==> config.mk <==
export PLATFORM = sky130hd
export DESIGN_NAME = ptr_prefetch_gen
export DESIGN_NICKNAME = d
export VERILOG_FILES = /design/src/rtl/pf_pkg.sv /design/src/rtl/pf_cand_scan.sv /design/src/rtl/pf_issue_queue.sv /design/src/rtl/ptr_prefetch_gen.sv
export SDC_FILE = /design/constraint.sdc
export NUM_CORES = 2
export LEC_CHECK = 0
export ABC_CLOCK_PERIOD_IN_PS = 5520
export CORE_ASPECT_RATIO = 1.2
export CORE_MARGIN = 5
export CORE_UTILIZATION = 34
export CTS_CLUSTER_DIAMETER = 150
export CTS_CLUSTER_SIZE = 10
export DETAILED_ROUTE_END_ITERATION = 10
export GPL_TIMING_DRIVEN = 0
export PLACE_DENSITY_LB_ADDON = 0.2
export SLEW_MARGIN = 20
export SYNTH_ARGS = -nofsm -noshare
export SYNTH_HDL_FRONTEND = slang
export SYNTH_HIERARCHICAL = 1
export SYNTH_SLANG_ARGS = --single-unit
==> constraint.sdc <==
create_clock -name clk -period 5.52 [get_ports clk]
set_clock_uncertainty 0.2 [all_clocks]
set_input_delay 1.104 -clock clk [delete_from_list [all_inputs] [get_ports clk]]
set_output_delay 1.104 -clock clk [all_outputs]
set_load 0.01 [all_outputs]
==> src/rtl/pf_pkg.sv <==
// Package: default geometry shared by the pointer-scan prefetch blocks.
// Assumes a 32-bit virtual address space and 64-byte lines.
package pf_pkg;
    localparam int PF_ADDR_W   = 32;  // width of a virtual address and of a line word
    localparam int PF_WORDS    = 16;  // words per cache line
    localparam int PF_CMP_BITS = 8;   // high address bits compared for a candidate
    localparam int PF_DEPTH_W  = 3;   // width of the depth tag
endpackage

==> src/rtl/pf_cand_scan.sv <==
// Candidate scanner: purely combinational. For each line word it decides
// whether a prefetch should be issued. A word survives when its high bits
// equal the line's, it is not zero or the line base, the load's hint vector
// selects its distance from the touched byte, and the child depth fits the
// limit. Assumes ADDR_W is a multiple of 8 and WORDS is a power of two.
module pf_cand_scan #(
    parameter int ADDR_W   = pf_pkg::PF_ADDR_W,
    parameter int WORDS    = pf_pkg::PF_WORDS,
    parameter int CMP_BITS = pf_pkg::PF_CMP_BITS,
    parameter int DEPTH_W  = pf_pkg::PF_DEPTH_W,
    localparam int WB      = ADDR_W / 8,
    localparam int LINE_B  = WORDS * WB,
    localparam int OFF_W   = $clog2(LINE_B),
    localparam int WSH     = $clog2(WB),
    localparam int HIDX_W  = OFF_W - WSH
) (
    input  logic [ADDR_W-1:0]       line_addr,
    input  logic [WORDS*ADDR_W-1:0] line_data,
    input  logic [OFF_W-1:0]        load_off,
    input  logic [WORDS-1:0]        hint,
    input  logic [DEPTH_W-1:0]      src_depth,
    input  logic [DEPTH_W-1:0]      max_depth,
    output logic [WORDS-1:0]        cand_mask,
    output logic [DEPTH_W-1:0]      child_depth
);
    logic [ADDR_W-1:0]  line_base;
    logic [DEPTH_W:0]   next_depth;
    logic               depth_ok;

    // Base address of the line, used to exclude self-pointers.
    assign line_base = line_addr & ~ADDR_W'(LINE_B - 1);

    // Child depth computed one bit wider so a saturated parent cannot wrap.
    assign next_depth  = {1'b0, src_depth} + (DEPTH_W+1)'(1);
    assign depth_ok    = next_depth <= {1'b0, max_depth};
    assign child_depth = next_depth[DEPTH_W-1:0];

    // One qualifying slice per word of the line.
    for (genvar i = 0; i < WORDS; i++) begin : g_word
        localparam logic [OFF_W-1:0] BPOS = OFF_W'(i * WB);
        logic [ADDR_W-1:0] word;
        logic [HIDX_W-1:0] hidx;
        logic hi_eq, not_zero, not_self, reach, hinted;

        assign word     = line_data[i*ADDR_W +: ADDR_W];
        assign hi_eq    = word[ADDR_W-1 -: CMP_BITS] == line_addr[ADDR_W-1 -: CMP_BITS];
        assign not_zero = |word;
        assign not_self = word != line_base;
        assign reach    = load_off <= BPOS;
        assign hidx     = HIDX_W'((BPOS - load_off) >> WSH);
        assign hinted   = hint[hidx];
        assign cand_mask[i] = hi_eq & not_zero & not_self & reach & hinted & depth_ok;
    end
endmodule

==> src/rtl/pf_issue_queue.sv <==
// Issue queue: captures one line's surviving words and its depth tag, then
// offers them one per cycle, lowest word index first, on a valid/ready port.
// Assumes load is raised only while busy is low.
module pf_issue_queue #(
    parameter int ADDR_W  = pf_pkg::PF_ADDR_W,
    parameter int WORDS   = pf_pkg::PF_WORDS,
    parameter int DEPTH_W = pf_pkg::PF_DEPTH_W,
    localparam int IDX_W  = $clog2(WORDS)
) (
    input  logic                    clk,
    input  logic                    rst_n,
    input  logic                    load,
    input  logic [WORDS-1:0]        cand_mask,
    input  logic [WORDS*ADDR_W-1:0] line_data,
    input  logic [DEPTH_W-1:0]      new_depth,
    input  logic                    pf_ready,
    output logic                    pf_valid,
    output logic [ADDR_W-1:0]       pf_addr,
    output logic [DEPTH_W-1:0]      pf_depth,
    output logic                    busy
);
    logic [WORDS-1:0]        pend_q;
    logic [WORDS*ADDR_W-1:0] data_q;
    logic [DEPTH_W-1:0]      depth_q;
    logic [IDX_W-1:0]        sel;

    // Priority pick: the lowest pending word index wins.
    always_comb begin
        sel = '0;
        for (int i = WORDS - 1; i >= 0; i--) begin
            if (pend_q[i]) sel = IDX_W'(i);
        end
    end

    assign pf_valid = |pend_q;
    assign busy     = pf_valid;
    assign pf_addr  = data_q[sel*ADDR_W +: ADDR_W];
    assign pf_depth = depth_q;

    // Capture a new line or retire the word just taken.
    always_ff @(posedge clk) begin
        if (!rst_n) begin
            pend_q  <= '0;
            data_q  <= '0;
            depth_q <= '0;
        end else if (load) begin
            pend_q  <= cand_mask;
            data_q  <= line_data;
            depth_q <= new_depth;
        end else if (pf_valid && pf_ready) begin
            pend_q  <= pend_q & ~(WORDS'(1) << sel);
        end
    end


    hold_stable_chk: assert property (@(posedge clk) disable iff (!rst_n)
        (pf_valid && !pf_ready) |=> (pf_valid && $stable(pf_addr) && $stable(pf_depth)));


    ascend_chk: assert property (@(posedge clk) disable iff (!rst_n)
        (pf_valid && pf_ready) |=> (!pf_valid || sel > $past(sel)));


    nonzero_addr_chk: assert property (@(posedge clk) disable iff (!rst_n)
        pf_valid |-> (pf_addr != '0));
endmodule

==> src/rtl/ptr_prefetch_gen.sv <==
// Top: hint-filtered pointer-scan prefetch generator. Accepts one filled
// line when idle, filters its words through the scanner, and serialises the
// survivors as prefetch requests. Assumes the consumer may stall pf_ready.
module ptr_prefetch_gen #(
    parameter int ADDR_W   = pf_pkg::PF_ADDR_W,
    parameter int WORDS    = pf_pkg::PF_WORDS,
    parameter int CMP_BITS = pf_pkg::PF_CMP_BITS,
    parameter int DEPTH_W  = pf_pkg::PF_DEPTH_W,
    localparam int OFF_W   = $clog2(WORDS * (ADDR_W / 8))
) (
    input  logic                    clk,
    input  logic                    rst_n,
    input  logic                    fill_valid,
    output logic                    fill_ready,
    input  logic [ADDR_W-1:0]       fill_addr,
    input  logic [WORDS*ADDR_W-1:0] fill_data,
    input  logic [DEPTH_W-1:0]      fill_depth,
    input  logic [OFF_W-1:0]        fill_off,
    input  logic [WORDS-1:0]        fill_hint,
    input  logic [DEPTH_W-1:0]      max_depth,
    output logic                    pf_valid,
    input  logic                    pf_ready,
    output logic [ADDR_W-1:0]       pf_addr,
    output logic [DEPTH_W-1:0]      pf_depth
);
    logic [WORDS-1:0]   cand_mask;
    logic [DEPTH_W-1:0] child_depth;
    logic               busy;
    logic               accept;

    // A line is taken only when no request of the previous line is pending.
    assign fill_ready = !busy;
    assign accept     = fill_valid && fill_ready;

    pf_cand_scan #(
        .ADDR_W(ADDR_W), .WORDS(WORDS), .CMP_BITS(CMP_BITS), .DEPTH_W(DEPTH_W)
    ) u_scan (
        .line_addr  (fill_addr),
        .line_data  (fill_data),
        .load_off   (fill_off),
        .hint       (fill_hint),
        .src_depth  (fill_depth),
        .max_depth  (max_depth),
        .cand_mask  (cand_mask),
        .child_depth(child_depth)
    );

    pf_issue_queue #(
        .ADDR_W(ADDR_W), .WORDS(WORDS), .DEPTH_W(DEPTH_W)
    ) u_queue (
        .clk      (clk),
        .rst_n    (rst_n),
        .load     (accept),
        .cand_mask(cand_mask),
        .line_data(fill_data),
        .new_depth(child_depth),
        .pf_ready (pf_ready),
        .pf_valid (pf_valid),
        .pf_addr  (pf_addr),
        .pf_depth (pf_depth),
        .busy     (busy)
    );


    launch_chk: assert property (@(posedge clk) disable iff (!rst_n)
        (accept && |cand_mask) |=> (pf_valid && !fill_ready));


    empty_line_chk: assert property (@(posedge clk) disable iff (!rst_n)
        (accept && !(|cand_mask)) |=> (fill_ready && !pf_valid));


    depth_nonzero_chk: assert property (@(posedge clk) disable iff (!rst_n)
        pf_valid |-> (pf_depth != '0));
endmodule

==> flow_summary_export.csv <==
group,metric,value,unit
floorplan,dieHeight,346.3,µm
pwr,p_sw_share,31.03,%
logic_synthesis,syn-instance-count,3550,
logic_synthesis,ys_seq_elements,531,
routing,antenna_left,0,
sta,rsz0062_at_grt,"yes",
cts,numCtsBuffers,59,
sta,finalCriticalPeriod,5.558,ns
sta,setup_violations,5,
critical_path,required,4.22,ns
sta,period_share,100.7,%
cts,cts_buffer_depth,3,
critical_path,startpoint_type,"flip-flop",
sta,hold_ws,0.3071,ns
global_route,use_met3,7.346,%
routing,vias_per_cell,5.910,
status,violations,"negative setup slack",
routing,vias,32317,
cells_and_area,final_nets,4775,
logic_synthesis,yosys_warnings,6,
logic_synthesis,synthArstFlopShare,0,%
cells_and_area,fillers,9234,
routing,avgRoutedWirePerCell,35.36,µm
global_route,use_met1,45.55,%
floorplan,io-pin-count,613,
cts,postCtsHoldBufs,0,
status,outcome,"finished with violations",
cts,clkTransAtPathRegs,0.07,ns
cts,clk_latency,0.66,ns
sta,hold_viol_final,0,
cts,cts_root_buf,"clkbuf_16",
pwr,intPower,7.041,mW
cells_and_area,drive_above_1_share,10.22,%
global_route,grt-ovfl-total,0,
pwr,vdd.ir_drop.worst,277.3,µV
routing,drt-initial-drc-count,3965,
logic_synthesis,synth_cell_types,67,
pwr,p_seq_share,41.6,%
logic_synthesis,synth_area_leaders,"dfxtp_1, mux2i_1, nor2b_1",
sta,worst_slew_pin_slew,1.208,ns
critical_path,critPathMaxFanout,10,
global_route,grt-busiest-layer,"met2",
floorplan,fp.dieArea,100500,µm²
placed_design,post-dp-hpwl,152500,µm
floorplan,die_x,290.3,µm
hold_path,hold_path.class,"reg2reg",
global_route,antenna_found_initial,33,
cts,htree_num_levels,2,
logic_synthesis,synth_edf_count,0,
cells_and_area,area_growth,34.34,%
sta,slew_viol_final,0,
logic_synthesis,synth_top_area_cell,"dfxtp_1",
cts,clock_sinks,531,
floorplan,num_rows,123,
logic_synthesis,synth_top_area_share,33.16,%
pwr,pwr-share-clk,35.2,%
pwr,p_switching,3.168,mW
critical_path,cp.arrival,4.25,ns
pwr,pwr-share-comb,23.3,%
sta,fin_setup_tns,-0.08557,ns
critical_path,crit_type,"reg2out",
logic_synthesis,ys_seq_area_share,33.16,%
placed_design,place_ws,-0.2195,ns
sta,fmax,179.9,MHz
global_route,grt_max_degree,15,
logic_synthesis,yosysMostFrequentCell,"mux2i_1",
placed_design,routabilityCongestion,1.045,
routing,finalWirelength,193400,µm
cells_and_area,multi_input_area,21810,µm²
critical_path,cpMaxStageDelayCell,"clkdlybuf4s50_1",
global_route,grt_pass1_wl,259100,µm
sta,relSlewSlack,19.44,%
floorplan,floorplan.initialDensity,34.20,%
routing,first_pass_iters,5,
sta,setup_slack,-0.03793,ns
routing,drcViolationCount,0,
logic_synthesis,synth_nets,4130,
placed_design,port_buffers,575,
logic_synthesis,netlist_area,32050,µm²
critical_path,r2r-start,"u_queue/pend_q[0]$_SDFFE_PN0P_",
global_route,met2_usage,56.59,%
floorplan,core_area,93720,µm²
critical_path,path_cells,"nand2b_1 -> a221oi_2 -> o211ai_1 -> nand2_2 -> buf_8 -> buf_6 -> buf_2 -> nand2_1 -> a311oi_4 -> or4_1 -> clkdlybuf4s50_1",
cts,cts_tree,"built",
pwr,power_leakage,15.60,nW
job,max_cap_violations,0,
pwr,finalPower,10.21,mW
logic_synthesis,synthFlopType,"dfxtp_1",
critical_path,r2r-end,"u_queue/data_q[485]$_SDFFE_PN0P_",
critical_path,rr_worst_depth,9,
critical_path,critPathCapture,"pf_addr[6]",
critical_path,cp-startpoint,"u_queue/pend_q[14]$_SDFFE_PN0P_",
logic_synthesis,syn_area_per_cell,9.029,µm²
global_route,grt_usage,36.25,%
pwr,power_density,237.1,nW/µm²
cells_and_area,regArea,10630,µm²
critical_path,rrSetupSlack,0.78,ns
logic_synthesis,synth_common_cells,"mux2i_1, nor2b_1, dfxtp_1",
critical_path,critPathMaxStageDelay,0.59,ns
global_route,grt_pass1_vias,31323,
critical_path,endpoint_kind,"primary output",
[cell usage in the layout (no fill, tap or decap), types with 38 or more instances in the layout]
cell type and count:
nand2_1 242, clkdlybuf4s50_1 570, nor2_1 62, xor2_1 223, clkbuf_16 61, nor4_1 183, xnor2_1 194, mux2i_1 558
clkbuf_1 119, dfxtp_1 531, a21oi_1 84, buf_2 56, clkbuf_2 45, a221oi_1 38, buf_1 43, a221oi_2 77
nand4_1 83, nor2b_1 588
[how the worst min path moves through the flow]
| stage | slack [ns] | endpoint | start | cells after the start |
|---|---|---|---|---|
| after floorplan | 0.27 | u_queue/pend_q[9]$_SDFFE_PN0P_ | u_queue/pend_q[9]$_SDFFE_PN0P_ | 2 |
| after global placement | 0.29 | u_queue/data_q[314]$_SDFFE_PN0P_ | u_queue/data_q[314]$_SDFFE_PN0P_ | 2 |
| after detailed placement | 0.29 | u_queue/data_q[447]$_SDFFE_PN0P_ | u_queue/data_q[447]$_SDFFE_PN0P_ | 2 |
| after CTS | 0.31 | u_queue/data_q[447]$_SDFFE_PN0P_ | u_queue/data_q[447]$_SDFFE_PN0P_ | 2 |
| after global routing | 0.32 | u_queue/pend_q[9]$_SDFFE_PN0P_ | u_queue/pend_q[9]$_SDFFE_PN0P_ | 2 |
| final | 0.31 | u_queue/data_q[443]$_SDFFE_PN0P_ | u_queue/data_q[443]$_SDFFE_PN0P_ | 2 |
[routing by layer]
layer  wire (µm)  up-vias
li1            -    13979
met1       74340    15779
met2       84140     2035
met5          58        -
met3       18190      516
met4       16620        8
[sequential cells by signal (all words and copies together) (netlist names)]
signal / flops
u_queue/data_q: 512
u_queue/pend_q: 16
u_queue/pf_depth: 3
[critical path, delay by kind of cell, from the launching register on]
family | cells | cell delay, ns
simple gates | 4 | 0.85
compound gates | 3 | 1.06
flops | 1 | 0.35
buf+inv | 4 | 1.32
[layout make-up]
cell class / instances / area share (%)
clock inverters: 1 / 0.02034
inverters: 18 / 0.1569
flip-flops and latches: 531 / 24.69
plain buffers: 295 / 3.283
multi-input cells: 2706 / 50.66
clock buffers: 62 / 3.554
well taps: 1250 / 3.632
repair buffers: 584 / 13.88
diodes: 21 / 0.1220
[through the flow]
step                      instance area, µm²  cells  util, %
after floorplan                        32050   3550        -
after global placement                 39370   5375    42.01
after detailed placement               39590   5383    42.24
after CTS                              42570   5446    45.42
after global routing                   43040   5460    45.92
final                                  43060   5468    45.94
[power by group through the flow]
stage          combinational, mW  sequential, mW  clock [mW]
3_3_place_gp                2.20            4.30           0
4_1_cts                     2.29            4.23        3.61
2_1_floorplan               1.07            4.23           0
5_1_grt                     2.45            4.26        3.74
6_report                    2.38            4.24        3.59
3_5_place_dp                2.23            4.30           0
[cells by family after synthesis]
group / count (synthesis) / synth area share (%)
fa+ha+maj: 4 / 0.1561
simple gates: 1285 / 22.72
xor+xnor: 417 / 11.39
mux: 600 / 18.92
flops: 531 / 33.16
compound gates: 400 / 9.583
buf+inv: 313 / 4.064
[what timing repair did]
item | in CTS | in global routing
setup buffers | 0 | 1
pin swaps | 0 | 2
gates resized for setup | 264 | 93
setup endpoints to repair | 32 | 31
No activity file was read; power rests on OpenSTA's default activity.
